**src/rtl/bru_pkg.sv**
```systemverilog
// Shared constants and types for the branch/jump resolution unit.
// Assumes a 32-bit address space with 4-byte instructions.
package bru_pkg;
    localparam int XLEN      = 32;
    localparam int OPC_W     = 6;
    localparam int JFIELD_W  = 26;
    localparam int OFF_W     = 16;
    localparam int RIDX_W    = 5;
    localparam int INSN_B    = 4;
    localparam int LINK_REG  = 31;
    localparam int PC_KEEP_W = XLEN - JFIELD_W - 2;

    // Compare condition; encoding equals opcode bits 1:0 of the branch rows
    typedef enum logic [1:0] {
        CND_EQ  = 2'd0,
        CND_NE  = 2'd1,
        CND_LEZ = 2'd2,
        CND_GTZ = 2'd3
    } cond_e;

    // Result of decoding one opcode
    typedef struct packed {
        logic  jump;
        logic  link;
        logic  branch;
        logic  likely;
        cond_e cond;
    } ctl_s;
endpackage

```
**src/rtl/bru_decode.sv**
```systemverilog
// Opcode classifier. Splits the primary opcode into jump, call, branch and
// likely flags plus the compare condition. Assumes only the opcode rows
// named in the brief are control transfers; all others decode to no-op.
module bru_decode
    import bru_pkg::*;
(
    input  logic [OPC_W-1:0] opcode_i,
    output ctl_s             ctl_o
);
    localparam logic [OPC_W-1:0] OP_J    = 6'h02;
    localparam logic [OPC_W-1:0] OP_JAL  = 6'h03;
    localparam logic [OPC_W-3:0] ROW_BR  = 4'h1;  // 0x04..0x07
    localparam logic [OPC_W-3:0] ROW_BRL = 4'h5;  // 0x14..0x17

    // Classify opcode into control flags
    always_comb begin
        ctl_o        = '0;
        ctl_o.cond   = cond_e'(opcode_i[1:0]);
        ctl_o.jump   = (opcode_i == OP_J) || (opcode_i == OP_JAL);
        ctl_o.link   = (opcode_i == OP_JAL);
        ctl_o.branch = (opcode_i[OPC_W-1:2] == ROW_BR) ||
                       (opcode_i[OPC_W-1:2] == ROW_BRL);
        ctl_o.likely = (opcode_i[OPC_W-1:2] == ROW_BRL);
    end
endmodule

```
**src/rtl/bru_cond_eval.sv**
```systemverilog
// Compare-condition evaluator. Produces the branch outcome for one of four
// conditions on two operands. Assumes two's-complement operands.
module bru_cond_eval
    import bru_pkg::*;
#(
    parameter int W = XLEN
) (
    input  cond_e        cond_i,
    input  logic [W-1:0] opa_i,
    input  logic [W-1:0] opb_i,
    output logic         hit_o
);
    logic same;
    logic a_zero;
    logic a_neg;

    // Basic operand relations
    always_comb begin
        same   = (opa_i == opb_i);
        a_zero = (opa_i == '0);
        a_neg  = opa_i[W-1];
    end

    // Select the requested condition
    always_comb begin
        unique case (cond_i)
            CND_EQ:  hit_o = same;
            CND_NE:  hit_o = !same;
            CND_LEZ: hit_o = a_neg || a_zero;
            CND_GTZ: hit_o = !a_neg && !a_zero;
            default: hit_o = 1'b0;
        endcase
    end
endmodule

```
**src/rtl/bru_addr_gen.sv**
```systemverilog
// Address generator. Forms the region-relative jump target, the PC-relative
// branch target, the fall-through address and the return address. All sums
// wrap modulo 2^XLEN.
module bru_addr_gen
    import bru_pkg::*;
(
    input  logic [XLEN-1:0]     pc_i,
    input  logic [JFIELD_W-1:0] jfield_i,
    input  logic [OFF_W-1:0]    offset_i,
    output logic [XLEN-1:0]     jump_tgt_o,
    output logic [XLEN-1:0]     br_tgt_o,
    output logic [XLEN-1:0]     seq_o,
    output logic [XLEN-1:0]     ret_o
);
    localparam int SEXT_W = XLEN - OFF_W - 2;

    logic [XLEN-1:0] disp;

    // Sign-extend the word offset into a byte displacement
    always_comb begin
        disp = {{SEXT_W{offset_i[OFF_W-1]}}, offset_i, 2'b00};
    end

    // Build the four candidate addresses
    always_comb begin
        seq_o      = pc_i + XLEN'(INSN_B);
        ret_o      = pc_i + XLEN'(2 * INSN_B);
        br_tgt_o   = seq_o + disp;
        jump_tgt_o = {pc_i[XLEN-1 -: PC_KEEP_W], jfield_i, 2'b00};
    end
endmodule

```
**src/rtl/bru_next_pc.sv**
```systemverilog
// Top of the branch/jump resolution unit. Purely combinational: decodes the
// opcode, evaluates the compare, and selects target, next PC, squash and
// link outputs. Assumes the operands are already forwarded.
module bru_next_pc
    import bru_pkg::*;
(
    input  logic [31:0] pc_i,
    input  logic [5:0]  opcode_i,
    input  logic [25:0] jfield_i,
    input  logic [15:0] offset_i,
    input  logic [31:0] opa_i,
    input  logic [31:0] opb_i,
    output logic [31:0] target_pc_o,
    output logic [31:0] next_pc_o,
    output logic        taken_o,
    output logic        annul_o,
    output logic        link_we_o,
    output logic [4:0]  link_idx_o,
    output logic [31:0] link_data_o
);
    ctl_s            ctl;
    logic            hit;
    logic [XLEN-1:0] jump_tgt;
    logic [XLEN-1:0] br_tgt;
    logic [XLEN-1:0] seq_pc;
    logic [XLEN-1:0] ret_pc;

    bru_decode u_dec (
        .opcode_i (opcode_i),
        .ctl_o    (ctl)
    );

    bru_cond_eval #(.W(XLEN)) u_cnd (
        .cond_i (ctl.cond),
        .opa_i  (opa_i),
        .opb_i  (opb_i),
        .hit_o  (hit)
    );

    bru_addr_gen u_adr (
        .pc_i       (pc_i),
        .jfield_i   (jfield_i),
        .offset_i   (offset_i),
        .jump_tgt_o (jump_tgt),
        .br_tgt_o   (br_tgt),
        .seq_o      (seq_pc),
        .ret_o      (ret_pc)
    );

    // Resolve outcome and target
    always_comb begin
        taken_o     = ctl.jump || (ctl.branch && hit);
        annul_o     = ctl.likely && !hit;
        target_pc_o = ctl.jump ? jump_tgt : (ctl.branch ? br_tgt : seq_pc);
        next_pc_o   = taken_o ? target_pc_o : seq_pc;
    end

    // Link register request for the call form
    always_comb begin
        link_we_o   = ctl.link;
        link_idx_o  = RIDX_W'(LINK_REG);
        link_data_o = ret_pc;
    end
endmodule

```
**config.mk**
```make
export PLATFORM = sky130hd
export DESIGN_NAME = bru_next_pc
export DESIGN_NICKNAME = d
export VERILOG_FILES = /design/src/rtl/bru_pkg.sv /design/src/rtl/bru_decode.sv /design/src/rtl/bru_cond_eval.sv /design/src/rtl/bru_addr_gen.sv /design/src/rtl/bru_next_pc.sv
export SDC_FILE = /design/constraint.sdc
export NUM_CORES = 1
export LEC_CHECK = 0
export BUFFER_PORTS_ARGS = -buffer_cell sky130_fd_sc_hd__buf_2
export CELL_PAD_IN_SITES_DETAIL_PLACEMENT = 1
export CELL_PAD_IN_SITES_GLOBAL_PLACEMENT = 2
export CORE_MARGIN = 2
export CORE_UTILIZATION = 23
export DETAILED_ROUTE_END_ITERATION = 8
export PLACE_DENSITY = 0.86
export SETUP_SLACK_MARGIN = 0.02
export SYNTH_ARGS = -nofsm -noshare
export SYNTH_HDL_FRONTEND = slang
export SYNTH_SLANG_ARGS = --single-unit
export TNS_END_PERCENT = 100
```
**constraint.sdc**
```tcl
create_clock -name vclk -period 4.3
set_input_delay 0.215 -clock vclk [all_inputs]
set_output_delay 0.215 -clock vclk [all_outputs]
set_load 0.02 [all_outputs]
```
==> results of run 1 <==
## placed cells by master, fill, tap and decap left out, types with 5 or more instances in the layout
master,Yosys,final
a21oi_1,56,56
and2_1,10,10
inv_1,22,22
nor4_1,12,12
nand2_1,67,67
o21ai_0,26,26
mux2_2,15,15
a21o_1,9,9
buf_2,13,243
o21a_1,5,5
xor2_1,28,27
nor3_1,19,17
nor2_1,65,64
a211oi_1,8,8
xnor2_1,79,79
buf_4,11,64
conb_1,1,5
nand4_1,23,23
o211ai_1,5,5
ha_1,37,36
o22ai_1,10,10
and4_1,9,8
a31oi_1,7,6
and3_1,14,14
nand3_1,32,30
## worst max-delay path by stage
stage,start,endpoint,slack [ns],depth (start not counted)
after CTS,pc_i[3],target_pc_o[31],0.12,19
final,pc_i[13],target_pc_o[31],0.26,19
after detailed placement,pc_i[3],target_pc_o[31],0.13,19
after global routing,pc_i[13],target_pc_o[31],-0.05,19
after global placement,pc_i[4],target_pc_o[31],0.15,18
after floorplan,pc_i[3],next_pc_o[31],0.38,16
## cell type report
cell class | count | area, um^2 | share of cell area, %
Multi-Input combinational cell | 620 | 4290 | 66.9
Timing Repair Buffer | 307 | 1700 | 26.5
Inverter | 23 | 86.3 | 1.35
Antenna cell | 2 | 5.00 | 0.0781
Tap cell | 265 | 332 | 5.17
## repair_timing
| item | in CTS | in global routing |
|---|---|---|
| buffers inserted | 0 | 1 |
| resized for setup | 0 | 15 |
| setup endpoints to repair | 0 | 16 |
| hold buffers | 0 | 0 |
## routing by layer
| metal | part of all wire (%) | up-vias | track usage, % |
|---|---|---|---|
| li1 | - | 3021 | - |
| met1 | 45 | 2878 | 26.7 |
| met2 | 48 | 189 | 36.2 |
| met3 | 6.1 | 14 | 3.38 |
| met4 | 0.85 | 4 | 1.60 |
| met5 | 0.095 | - | 0 |
## power by group through the flow
stage               Sequential, mW  Combinational [mW]     Clock, mW
floorplan                        0               0.513             0
global placement                 0               0.841             0
detailed placement               0               0.848             0
CTS                              0               0.853             0
global route                     0               0.941  0.0000000622
finish                           0               0.863  0.0000000622
## per-stage QoR
stage / TNS (ns) / cells / instance area, um^2
finish: 0 / 1217 / 6410
CTS: 0 / 1214 / 6330
detailed placement: 0 / 1214 / 6330
floorplan: 0 / 686 / 4530
global route: -0.0515 / 1217 / 6410
global placement: 0 / 1214 / 6330
## logic make-up after synthesis
family                     Yosys count  synth area share, %
xor gates and xnor gates           107                 20.8
adders and majority gates           38                 10.7
other                                1               0.0831
buffers and inverters               66                 6.85
AOI/OAI and AO/OA                  169                 24.1
muxes                               20                 4.91
and+or+nand+nor                    281                 32.6
==> qor.txt, run 1 <==
Status: complete, no violations
Post-synth top area share: 15.3%
Crit Path Class: input port to output pin
Initial antenna violation count: 4
CP Cell Sequence: buf_2 > nand4_1 > buf_4 > nor3_4 > and4_2 > and4_1 > xnor2_1 > inv_1 > ha_1 > a21o_1 > a211oi_1 > o311ai_1 > o211ai_1 > buf_4 > or4bb_1 > o41ai_1 > a2111oi_1 > nor2_1 > buf_2
Starting Density: 23.3%
Clkbuf count: 0
Endpoints failing setup: 0
Fmax: 248 MHz
Total number of vias: 6,106
WHS Endpoint: link_data_o[0]
First DRT Iteration DRCs: 273
Final worst setup slack: 0.261 ns
Largest area contributor in the netlist: xnor2_1
Boundary pin count: 248
Hold Path Depth: 2
WP data arrival: 3.82 ns
RSZ-0062 raised after global routing: yes
GRT overflow: 0
Type of origin of the critical path: input port
Place WS: 0.126 ns
Routed WL per cell: 18.1 um
Final Core Density: 33.2%
Synth top cells by count: 79 x xnor2_1, 67 x nand2_1, 65 x nor2_1
Pleak: 2.95 nW
NetSw: 514 uW
Die Y: 144 um
Switching portion of total power: 59.5%
Seq_cells: 0
Final period util: 93.9%
Hold Crit Class: input port to output pin
Antenna-violating nets left: 0
Pwr dens: 135 nW/um^2
Area contributors post-synth: xnor2_1 15%, ha_1 10%, a21oi_1 6.2%, nand2_1 5.6%, xor2_1 5.4%
Tot GR Track Use: 20.3%
# Max-Cap Violations: 0
Synth warn: 0
1st-pass router iterations: 4
Area grow syn2layout: 42.1%
Sequential share of power: 0%
Worst Path Required: 4.09 ns
Seq/Total Area, Yosys: 0%
Die area: 20,800 um^2
Max_slew headroom: 40.4%
Worst Hold Launch: pc_i[0]
Vias/cell: 5.02
Placer Congestion: 0.896
Clock Power Share: 0%
Slowest cell on the critical path: or4bb_1
Critical Path Fanout Max: 5
Core Area: 19,300 um^2
Gate Count Post-Synth: 682
Hold_ws: 0.662 ns
Worst Max-Slew Pin Slew: 0.893 ns
First-pass GRT wire length: 33,500 um
Drt total wl: 22,100 um
Largest net degree at the start of global routing: 38
Mean Syn Cell Area: 6.62 um^2
Overall power: 863 uW
Crit. End Element: output pin
Die X: 144 um
CP bufs+invs: 5
NumNets Final: 1,134
Vias in the first global route: 6,266
Cell Area, Synth: 4510 um^2
CP top delay family: simple AND/OR/NAND/NOR gates
Top-count cell post-synth: xnor2_1
Critical path's largest stage delay: 0.48 ns
Fillers: 2,553
Max VDD drop: 0.0000560 V
Logic pwr share: 100.0%
Final hold viol count: 0
Storage element area: 0 um^2
Placement Rows: 51
Number of I/O port buffers: 243
Min Tclk post-route: 4.04 ns
DRC: 0
HPWL after DPL: 18,700 um
Cell internal pwr: 349 uW
Max Slew Vio Count: 0
Unique masters post-synth: 80
Share of layout cells above drive strength 1: 37.3%
Power figures use the tool's default switching activity.
==> inputs of run 2 (changes only) <==
==> constraint.sdc (replaced) <==
create_clock -name vclk -period 4.3
set_input_delay 0.43 -clock vclk [all_inputs]
set_output_delay 0.43 -clock vclk [all_outputs]
set_load 0.02 [all_outputs]
==> qor.txt, run 2 (synthesis gave the netlist of run 1 again) <==
Fmax: 233 MHz (-6.1%)
Met2 WL: 12,900 um (+22%)
Logic pwr share: 100.0% (about the same)
NetSw: 606 uW (+18%)
Clkbuf count: 0 (unchanged)
Seq_cells: 0 (unchanged)
First DRT Iteration DRCs: 317 (+16%)
HPWL after DPL: 20,200 um (+7.9%)
Drt total wl: 25,300 um (+15%)
Vias/cell: 5.10 (+1.7%)
Crit Path Class: input port to output pin
Die Y: 144 um (unchanged)
Final worst setup slack: -0.000163 ns (-0.262 ns)
Starting Density: 23.3% (unchanged)
Area grow syn2layout: 81.1%
Max VDD drop: 0.0000663 V (+18%)
Largest net degree at the start of global routing: 38 (unchanged)
WP data arrival: 3.87 ns (+0.05 ns)
Pleak: 3.77 nW (+28%)
Status: finished with violations
Max Slew Vio Count: 0 (unchanged)
Placer Congestion: 0.934 (+4.2%)
Most frequent cells in the layout: 230 x buf_2, 190 x buf_4, 68 x xnor2_1
Clock Power Share: 0% (unchanged)
Core Area: 19,300 um^2 (unchanged)
Crit. End Element: output pin
Type of origin of the critical path: input port
Worst Max-Slew Pin Slew: 0.794 ns (-0.0985 ns)
Initial antenna violation count: 2 (-2)
Final hold viol count: 0 (unchanged)
Commonest non-fill, non-tap cell in the layout: buf_2
Endpoints failing setup: 1 (+1)
# Max-Cap Violations: 0 (unchanged)
Antenna-violating nets left: 0 (unchanged)
Number of I/O port buffers: 243 (unchanged)
Switching portion of total power: 55.3% (-4.3 points)
NumNets Final: 1,263 (+11%)
Final period util: 100% (+6.1 points)
RSZ-0062 raised after global routing: yes
Worst Path Required: 3.87 ns (-0.22 ns)
Tot GR Track Use: 22.5% (+2.2 points)
First-pass GRT wire length: 37,600 um (+12%)
Boundary pin count: 248 (unchanged)
Share of layout cells above drive strength 1: 52.8% (+16 points)
Critical Path Fanout Max: 7 (+2)
Pwr dens: 134 nW/um^2 (-0.32%)
Vias in the first global route: 7,117 (+14%)
Min Tclk post-route: 4.30 ns (+0.262 ns)
GRT overflow: 0 (unchanged)
Final Core Density: 42.3% (+9.1 points)
WL met3: 1480 um (+9.8%)
Die X: 144 um (unchanged)
Cell internal pwr: 491 uW (+41%)
Die area: 20,800 um^2 (unchanged)
Overall power: 1.10 mW (+27%)
1st-pass router iterations: 6 (+2)
Routed WL per cell: 18.8 um (+3.9%)
Max_slew headroom: 47.0% (+6.7 points)
Placement Rows: 51 (unchanged)
Max layer used: met5
Sequential share of power: 0% (unchanged)
Hold Crit Class: input port to output pin
Met1 Routed Length: 10,300 um (+3.8%)
CTS Hold Buffers Added: 0 (unchanged)
Failing checks: negative setup slack
Storage element area: 0 um^2 (unchanged)
DRC: 0 (unchanged)
Total number of vias: 6,860 (+12%)
==> run 2: cell types whose count changed in the layout (fill, tap and decap cells not counted), sizes merged <==
cell,previous run,this run
buf,307,436
diode,2,1
==> run 2: critical path: stages <==
cell and delay, ns:
buf_8 0.09, nand4_1 0.21, buf_6 0.21, buf_6 0.12, nor3b_4 0.22, buf_6 0.14
buf_4 0.09, nand3_1 0.10, xnor2_1 0.26, ha_1 0.30, buf_4 0.17, nand4_1 0.12
buf_4 0.14, a2111oi_4 0.04, or4b_1 0.58, a21oi_2 0.22, buf_4 0.15, a21oi_1 0.06
buf_2 0.20
==> run 2: per-layer routing <==
layer	vias to the layer above	global-route usage, %
met3	34	2.32
li1	3282	-
met2	254	42.1
met1	3288	27.9
met5	-	0
met4	2	4.39
==> run 2: layout make-up <==
class	instances	area, um^2
Tap cell	265	332
Antenna cell	1	2.50
Fill cell	2478	11200
Multi-Input combinational cell	620	4990
Timing Repair Buffer	436	2770
Inverter	23	86.3
==> run 2: timing repair <==
action                                  4_1_cts  5_1_grt
endpoints found under the setup margin       19       32
cloned                                        0        0
resized for setup                            64      103
buffers inserted                             11       17
pin swaps                                    14       60
==> run 2: power groups by stage <==
stage | Combinational, mW | Sequential, mW | Clock [mW]
after global placement | 0.926 | 0 | 0
after CTS | 0.998 | 0 | 0
after global routing | 1.18 | 0 | 0.0000000311
after detailed placement | 0.943 | 0 | 0
after floorplan | 0.514 | 0 | 0
final | 1.10 | 0 | 0.0000000311
==> run 2: path summary, 6_finish.rpt <==
check / from / to / slack, ns / cells past startpoint
hold / removal: pc_i[1] / link_data_o[1] / 1.09 / 2
setup / recovery: pc_i[13] / next_pc_o[28] / -0.0002 / 19
==> run 2: through the flow <==
stage                 TNS, ns  worst slack (ns)  cells  cell area [um^2]  hold slack (ns)
detailed placement      -2.78            -0.368   1316              7100             1.10
global placement        -1.14            -0.266   1316              7100             1.09
CTS                  -0.00458          -0.00458   1327              7500             1.10
finish              -0.000163         -0.000163   1345              8170             1.09
floorplan                   0            0.0837    686              4530            0.937
global route            -1.17            -0.181   1345              8170             1.11
